### src/rtl/psg_wr_pkg.sv
package psg_wr_pkg;
  localparam int TONE_W    = 10;
  localparam int ATT_W     = 4;
  localparam int EFF_W     = TONE_W + 1;
  localparam int NPER_W    = EFF_W + 1;
  localparam int IDX_W     = 3;
  localparam int HI_W      = TONE_W - 4;
  localparam int NOISE_IDX = 6;
  localparam int NUM_TONE  = 3;
  localparam int NUM_ATT   = 4;

  typedef enum logic [1:0] {RK_TONE, RK_ATT, RK_NOISE} reg_kind_e;

  function automatic reg_kind_e kind_of(input logic [IDX_W-1:0] idx);
    if (idx[0]) return RK_ATT;
    if (idx == IDX_W'(NOISE_IDX)) return RK_NOISE;
    return RK_TONE;
  endfunction

  function automatic logic drops_data(input logic [IDX_W-1:0] idx, input bit strict);
    return strict && (kind_of(idx) != RK_TONE);
  endfunction

  function automatic logic [EFF_W-1:0] eff_period(input logic [TONE_W-1:0] raw, input bit console);
    if (raw != '0) return {1'b0, raw};
    return console ? (EFF_W'(1) << TONE_W) : '0;
  endfunction

  function automatic logic [NPER_W-1:0] noise_len(input logic [1:0] rate,
                                                   input logic [EFF_W-1:0] t2,
                                                   input int base);
    if (rate == 2'd3) return {t2, 1'b0};
    return NPER_W'(1) << (base + int'(rate));
  endfunction
endpackage

### src/rtl/psg_wr_decode.sv
module psg_wr_decode
  import psg_wr_pkg::*;
#(
  parameter bit STRICT_DATA = 1'b0
) (
  input  logic             wr_en,
  input  logic [7:0]       wr_data,
  input  logic [IDX_W-1:0] sel_q,
  output logic             is_latch,
  output logic [IDX_W-1:0] tgt_idx,
  output logic             wr_accept
);
  assign is_latch  = wr_data[7];
  assign tgt_idx   = is_latch ? wr_data[6:4] : sel_q;
  assign wr_accept = wr_en && (is_latch || !drops_data(sel_q, STRICT_DATA));
endmodule

### src/rtl/psg_tone_slot.sv
module psg_tone_slot
  import psg_wr_pkg::*;
#(
  parameter bit CONSOLE_RESET = 1'b0
) (
  input  logic             clk,
  input  logic             rst_n,
  input  logic             hit,
  input  logic             is_latch,
  input  logic [7:0]       din,
  output logic [EFF_W-1:0] period_o
);
  logic [TONE_W-1:0] raw_q;

  always_ff @(posedge clk) begin
    if (!rst_n) begin
      raw_q <= '0;
    end else if (hit) begin
      if (is_latch) raw_q[3:0] <= din[3:0];
      else          raw_q[TONE_W-1:4] <= din[HI_W-1:0];
    end
  end

  assign period_o = eff_period(raw_q, CONSOLE_RESET);
endmodule

### src/rtl/psg_att_slot.sv
module psg_att_slot
  import psg_wr_pkg::*;
#(
  parameter bit CONSOLE_RESET = 1'b0
) (
  input  logic             clk,
  input  logic             rst_n,
  input  logic             hit,
  input  logic [7:0]       din,
  output logic [ATT_W-1:0] level_o
);
  localparam logic [ATT_W-1:0] RST_LVL = CONSOLE_RESET ? '1 : '0;

  always_ff @(posedge clk) begin
    if (!rst_n)   level_o <= RST_LVL;
    else if (hit) level_o <= din[ATT_W-1:0];
  end
endmodule

### src/rtl/psg_noise_ctl.sv
module psg_noise_ctl
  import psg_wr_pkg::*;
#(
  parameter bit STRICT_DATA = 1'b0,
  parameter int BASE_SHIFT  = 5
) (
  input  logic              clk,
  input  logic              rst_n,
  input  logic              hit,
  input  logic              is_latch,
  input  logic [7:0]        din,
  input  logic [EFF_W-1:0]  tone2_eff,
  output logic [1:0]        rate_o,
  output logic              mode_o,
  output logic [NPER_W-1:0] period_o,
  output logic              lfsr_reset_o
);
  logic [2:0] ctl_q;
  logic       mode_flip;
  logic       fire;

  assign mode_flip = din[2] != ctl_q[2];
  assign fire      = hit && (STRICT_DATA ? (is_latch && mode_flip) : 1'b1);

  always_ff @(posedge clk) begin
    if (!rst_n) begin
      ctl_q        <= '0;
      lfsr_reset_o <= 1'b0;
    end else begin
      lfsr_reset_o <= fire;
      if (hit) ctl_q <= din[2:0];
    end
  end

  assign rate_o   = ctl_q[1:0];
  assign mode_o   = ctl_q[2];
  assign period_o = noise_len(ctl_q[1:0], tone2_eff, BASE_SHIFT);
endmodule

### src/rtl/psg_wr_front.sv
module psg_wr_front
  import psg_wr_pkg::*;
#(
  parameter bit STRICT_DATA   = 1'b0,
  parameter bit CONSOLE_RESET = 1'b0,
  parameter int BASE_SHIFT    = 5
) (
  input  logic                      clk,
  input  logic                      rst_n,
  input  logic                      wr_en,
  input  logic [7:0]                wr_data,
  output logic [IDX_W-1:0]          last_reg,
  output logic [NUM_TONE*EFF_W-1:0] tone_period,
  output logic [NUM_ATT*ATT_W-1:0]  att_level,
  output logic [1:0]                noise_rate,
  output logic                      noise_mode,
  output logic [NPER_W-1:0]         noise_period,
  output logic                      lfsr_reset
);
  localparam logic [IDX_W-1:0] RST_SEL = CONSOLE_RESET ? IDX_W'(3) : '0;

  logic             is_latch;
  logic [IDX_W-1:0] tgt_idx;
  logic             wr_accept;
  logic [IDX_W-1:0] sel_q;

  psg_wr_decode #(.STRICT_DATA(STRICT_DATA)) u_dec (
    .wr_en(wr_en), .wr_data(wr_data), .sel_q(sel_q),
    .is_latch(is_latch), .tgt_idx(tgt_idx), .wr_accept(wr_accept)
  );

  always_ff @(posedge clk) begin
    if (!rst_n)                  sel_q <= RST_SEL;
    else if (wr_en && is_latch)  sel_q <= wr_data[6:4];
  end
  assign last_reg = sel_q;

  for (genvar t = 0; t < NUM_TONE; t++) begin : g_tone
    psg_tone_slot #(.CONSOLE_RESET(CONSOLE_RESET)) u_tone (
      .clk(clk), .rst_n(rst_n),
      .hit(wr_accept && (tgt_idx == IDX_W'(2*t))),
      .is_latch(is_latch), .din(wr_data),
      .period_o(tone_period[t*EFF_W +: EFF_W])
    );
  end

  for (genvar a = 0; a < NUM_ATT; a++) begin : g_att
    psg_att_slot #(.CONSOLE_RESET(CONSOLE_RESET)) u_att (
      .clk(clk), .rst_n(rst_n),
      .hit(wr_accept && (tgt_idx == IDX_W'(2*a+1))),
      .din(wr_data),
      .level_o(att_level[a*ATT_W +: ATT_W])
    );
  end

  psg_noise_ctl #(.STRICT_DATA(STRICT_DATA), .BASE_SHIFT(BASE_SHIFT)) u_noise (
    .clk(clk), .rst_n(rst_n),
    .hit(wr_accept && (tgt_idx == IDX_W'(NOISE_IDX))),
    .is_latch(is_latch), .din(wr_data),
    .tone2_eff(tone_period[2*EFF_W +: EFF_W]),
    .rate_o(noise_rate), .mode_o(noise_mode),
    .period_o(noise_period), .lfsr_reset_o(lfsr_reset)
  );
endmodule

### config.mk
export PLATFORM = sky130hd
export DESIGN_NAME = psg_wr_front
export DESIGN_NICKNAME = d
export VERILOG_FILES = /design/src/rtl/psg_wr_pkg.sv /design/src/rtl/psg_wr_decode.sv /design/src/rtl/psg_tone_slot.sv /design/src/rtl/psg_att_slot.sv /design/src/rtl/psg_noise_ctl.sv /design/src/rtl/psg_wr_front.sv
export SDC_FILE = /design/constraint.sdc
export NUM_CORES = 1
export LEC_CHECK = 0
export BUFFER_PORTS_ARGS = -buffer_cell sky130_fd_sc_hd__buf_2
export CELL_PAD_IN_SITES_DETAIL_PLACEMENT = 1
export CELL_PAD_IN_SITES_GLOBAL_PLACEMENT = 2
export CORE_MARGIN = 3
export CORE_UTILIZATION = 28
export DETAILED_ROUTE_END_ITERATION = 12
export HOLD_SLACK_MARGIN = 0.12
export PLACE_DENSITY = 0.82
export SLEW_MARGIN = 10
export SYNTH_ARGS = -nofsm -noshare
export SYNTH_HDL_FRONTEND = slang
export SYNTH_SLANG_ARGS = --single-unit
### constraint.sdc
create_clock -name clk -period 1.9 [get_ports clk]
set_clock_uncertainty 0.1 [all_clocks]
set_input_delay 0.38 -clock clk [delete_from_list [all_inputs] [get_ports clk]]
set_output_delay 0.38 -clock clk [all_outputs]
set_load 0.03 [all_outputs]
* Word-level counts from Yosys, hierarchy flattened
Cells that the tools add are included.
** Storage, ports and cells
- Bits in registers :: 53
- Bits in latches :: 0
- Bits in writable memories :: 0
- Bits in read-only memories :: 0
- Logic and storage cells :: 56
- Memories kept :: 0
** Operators by class
- Add/sub/neg operators :: 1
- $mul :: 0
- Divide/modulo/power cells :: 0
- Order comparisons :: 0
- Eq/ne operators :: 8
- Shift operators :: 1
- Multiplexer cells :: 13
- Bitwise logic cells :: 1
- Reduce and logical (&&, ||, !) cells :: 19
** Operators by type and width (count)
- 11-bit 2-to-1 mux :: 6
- 1-bit by 32-bit << shifter with 12-bit output, first input constant :: 1
- 10-bit nonzero test :: 3
- 12-bit 2-to-1 mux :: 2
- 3-bit == test, second input constant :: 4
- 2-bit AND reduction :: 6
- 1-bit logical AND :: 9
- 3-bit by 2-bit == test with 1-bit output, second input constant :: 2
- 3-bit by 2-bit adder with 4-bit output, first input constant :: 1
- 1-bit 2-to-1 mux :: 4
- 3-bit by 1-bit == test with 1-bit output, second input constant :: 1
- 3-bit logical NOT :: 1
- 3-bit 2-to-1 mux :: 1
- 2-bit == test, second input constant :: 1
- 1-bit inverter :: 1

* Depth between registers and ports, before layout
- Depth in word-level cells :: 5
- Gate-level depth with buffers :: 5
- Mapped depth without buffers :: 3

* Cells and area by module
Synthesis repeated with hierarchy kept, for this count alone.
** Second synthesis, totals
- Cell total of the unflattened synthesis :: 274
- Area, all modules :: 2511.2 sq um
** By module, submodules not included
- psg_tone_slot :: instances 3, cells an instance 54, area each 462.9 sq um, sequential area each 200.2 sq um
- psg_att_slot :: instances 4, cells an instance 13, area each 156.4 sq um, sequential area each 80.1 sq um
- psg_noise_ctl :: instances 1, cells an instance 29, area each 244.0 sq um, sequential area each 80.1 sq um
- psg_wr_front :: instances 1, cells an instance 26, area each 203.9 sq um, sequential area each 60.1 sq um
- psg_wr_decode :: instances 1, cells an instance 5, area each 48.8 sq um, sequential area each 0.0 sq um

* Least setup slack after synthesis
No wires, ideal clock.
- Kind :: reg-to-output
- From :: register u_noise.ctl_q[1]
- To :: output port noise_period[7]
- Arrival time :: 1.516 ns
- Slack :: -0.096 ns
- Cell stages (with the launch flop) :: 3
- Path through :: dfxtp_1 clkbuf_1 a21boi_0
** On the way
- Cells in the longest elaborated chain, start to end :: 3
- Elaborated cells on any way between the ends :: 5
** Ends and longest elaborated chain
- from (decl) :: line psg_noise_ctl.sv:18 : logic [2:0] ctl_q;
- from (signal assigned) :: line psg_noise_ctl.sv:31 : if (hit) ctl_q <= din[2:0];
- 3-bit by 2-bit adder with 4-bit output / 2-bit == test (equally long branches) :: line psg_wr_pkg.sv:33, psg_wr_pkg.sv:32
- 1-bit by 32-bit << shifter with 12-bit output / 1-bit 2-to-1 mux (equally long branches) :: line psg_wr_pkg.sv:33, psg_wr_pkg.sv:32
- 12-bit 2-to-1 mux * :: line psg_wr_pkg.sv:33 : return NPER_W'(1) << (base + int'(rate));
- to (decl) :: line psg_wr_front.sv:17 : output logic [NPER_W-1:0] noise_period,
Mark *: on every way between the ends. The rest lies on a longest branch, timed or not.

* Worst setup path in the final report
- From :: register u_noise.ctl_q[0]
- To :: output port noise_period[6]
Same word-level chain as after synthesis.

==> metrics.txt <==
global-route wire length before repair 10800 microns; Max Slew Vio Count 0; Final Core Density 35.2%; outcome completed; antenna cell count 0; fin crit share 93.2%; Cells after Synth 281; Final Instance Area 2800 sq um; Syn Area/Cell 8.45 sq um; overflow left after global routing 0; commonest non-fill, non-tap cell in the layout buf_2; Netlist cell types 30; #FFs+latches synth 53; max_slew headroom 54.3%; DR pass1 iterations 4; Worst Tran Pin Value 685 ps; M3 GR Usage 3.00%; Arr. time, crit path 1290 ps; worst hold stages 3; top flop regs g_tone.u_tone.raw_q x30, g_att.u_att.level_o x16; reg2reg setup slack 230 ps; setup violators final 0; Area Growth Syn to Fin 18.0%; RR Endpoint g_att[2].u_att.level_o[2]; clk buf depth 2; CTS H-tree lvls 2; RSZ-0062 raised after global routing false; worst hold start wr_data[0]; kind of critical path reg -> out; final worst slack 130 ps; gpl congestion 0.759; Starting Density 29.8%; hold_ws 281 ps; pre-CTS setup slack 89.0 ps; Final Hold Fails 0; GR Util met1 18.0%; TritonCTS Buffers 5; post-CTS setup buffers 0; Worst Hold Class in -> reg; Clock Pin Slew Worst Setup and Hold Paths 90 ps; fmax 565 MHz; max reg flops 30; Post-CTS Hold Buffers 0; layout cells sized above 1 29.1%; global routing's busiest layer met2; fin crit period 1770 ps; initial antenna violation count 0; WP data required 1420 ps; Core Area 7970 sq um; vias in the first global route 2047; DRT iter0 DRCs 74; Min-Delay Endpoint g_tone[0].u_tone.raw_q[0]; post-DP HPWL 4920 microns; GRT Resource Usage Total 13.8%; Die X 98.1 microns; Syn. warnings 0; Top reg by flops g_tone.u_tone.raw_q; met2 usage 23.5%; Clock Sinks 53; drt wl/cell 15.7 microns; register area share after synthesis 44.7%; clk root buf clkbuf_8; Max FO, Critical Path 13; Peak VDD IR 0.273 mV; Ports 79; Worst Setup End Kind primary output; post-cts resize count 0; Detailed Route WL 6620 microns; row cnt 32; area post-placement 2700 sq um; CTS tree built; PortBufs 73; most frequent cells in the layout buf_2 (73), dfxtp_1 (53), nand2_1 (41); Cell Pwr Density 743 nW/um^2; Worst-Skew Late Latency 300 ps; DRC violations left 0; vias 2002; max cap viols 0; Leak 1.40 nW; Detail Route Antenna Nets 0; reg2reg start last_reg[1]; chip height 98.1 microns; Setup TNS 0 ps; r2r worst-path depth 3; Layout Nets 330; CP startpoint kind flip-flop; Post-Syn Area 2370 sq um; die area 9620 sq um; pin count of the biggest net entering global routing 29; DR vias/cell 4.74
==> stage by stage <==
stage                     power [mW]  cells
after floorplan                 1.35    285
after global placement          1.41    414
after detailed placement        1.42    414
after CTS                       2.10    422
after global routing            2.18    422
final                           2.08    422
==> synthesized netlist by cell type <==
master / count / area (sq um)
dfxtp_1: 53 / 1060
nor3b_1: 2 / 15.0
buf_6: 1 / 11.3
and4bb_2: 1 / 12.5
and3b_1: 4 / 35.0
buf_4: 5 / 37.5
o211ai_1: 5 / 37.5
nor3_4: 1 / 16.3
buf_2: 4 / 20.0
and3_1: 8 / 50.1
nand2_1: 41 / 154
nand3b_1: 1 / 7.51
buf_1: 1 / 3.75
conb_1: 1 / 3.75
a21oi_1: 21 / 105
mux2i_1: 32 / 320
nand2b_1: 2 / 12.5
o21ai_0: 19 / 95.1
nand3b_2: 1 / 11.3
nand3_1: 22 / 110
a21boi_0: 2 / 15.0
inv_1: 4 / 15.0
nor2_1: 2 / 7.51
mux2_2: 1 / 11.3
or2_2: 1 / 6.26
nor3b_2: 1 / 12.5
nand4bb_1: 1 / 11.3
clkbuf_1: 41 / 154
nor2b_1: 2 / 12.5
or3b_1: 1 / 8.76
==> cell families after synthesis <==
logic type | Yosys count | share of synthesized area [%]
multiplexers | 33 | 14.0
AO/OA/AOI/OAI | 47 | 10.6
AND/OR/NAND/NOR | 91 | 20.3
flip-flops | 53 | 44.7
buffers and inverters | 56 | 10.2
other | 1 | 0.158
==> worst max path at each step <==
stage / startpoint / to / cells past startpoint
finish: u_noise.ctl_q[0] / noise_period[6] / 2
global route: u_noise.ctl_q[0] / noise_period[6] / 2
CTS: u_noise.ctl_q[0] / noise_period[6] / 2
detailed placement: wr_data[7] / g_tone[0].u_tone.raw_q[6] / 4
global placement: wr_data[5] / g_att[2].u_att.level_o[1] / 4
floorplan: u_noise.ctl_q[1] / noise_period[6] / 2
==> final cells by class <==
type	instances	area, sq um
Multi-Input combinational cell	176	1090
Inverter	4	15.0
Timing Repair Buffer	79	410
Clock buffer	7	96.3
Tap cell	102	128
Clock inverter	1	5.00
Sequential cell	53	1060
Fill cell	951	5170
==> critical path, stage by stage (launching register included) <==
cell and delay [ps]:
dfxtp_1 550, a21boi_0 220, buf_2 220
==> power breakdown <==
group          leakage (nW)  switching, mW  internal (mW)  total (mW)
clock network        0.0542          0.361          0.330       0.691
logic                 0.921          0.172         0.0679       0.240
registers             0.429         0.0198           1.13        1.15
==> metal layers <==
layer  routed length [microns]  part of all wire (%)
met4                        32                  0.48
met2                      3130                    47
met3                       285                   4.3
met5                         0                     0
met1                      3170                    48
Power figures use the tool's default switching activity.
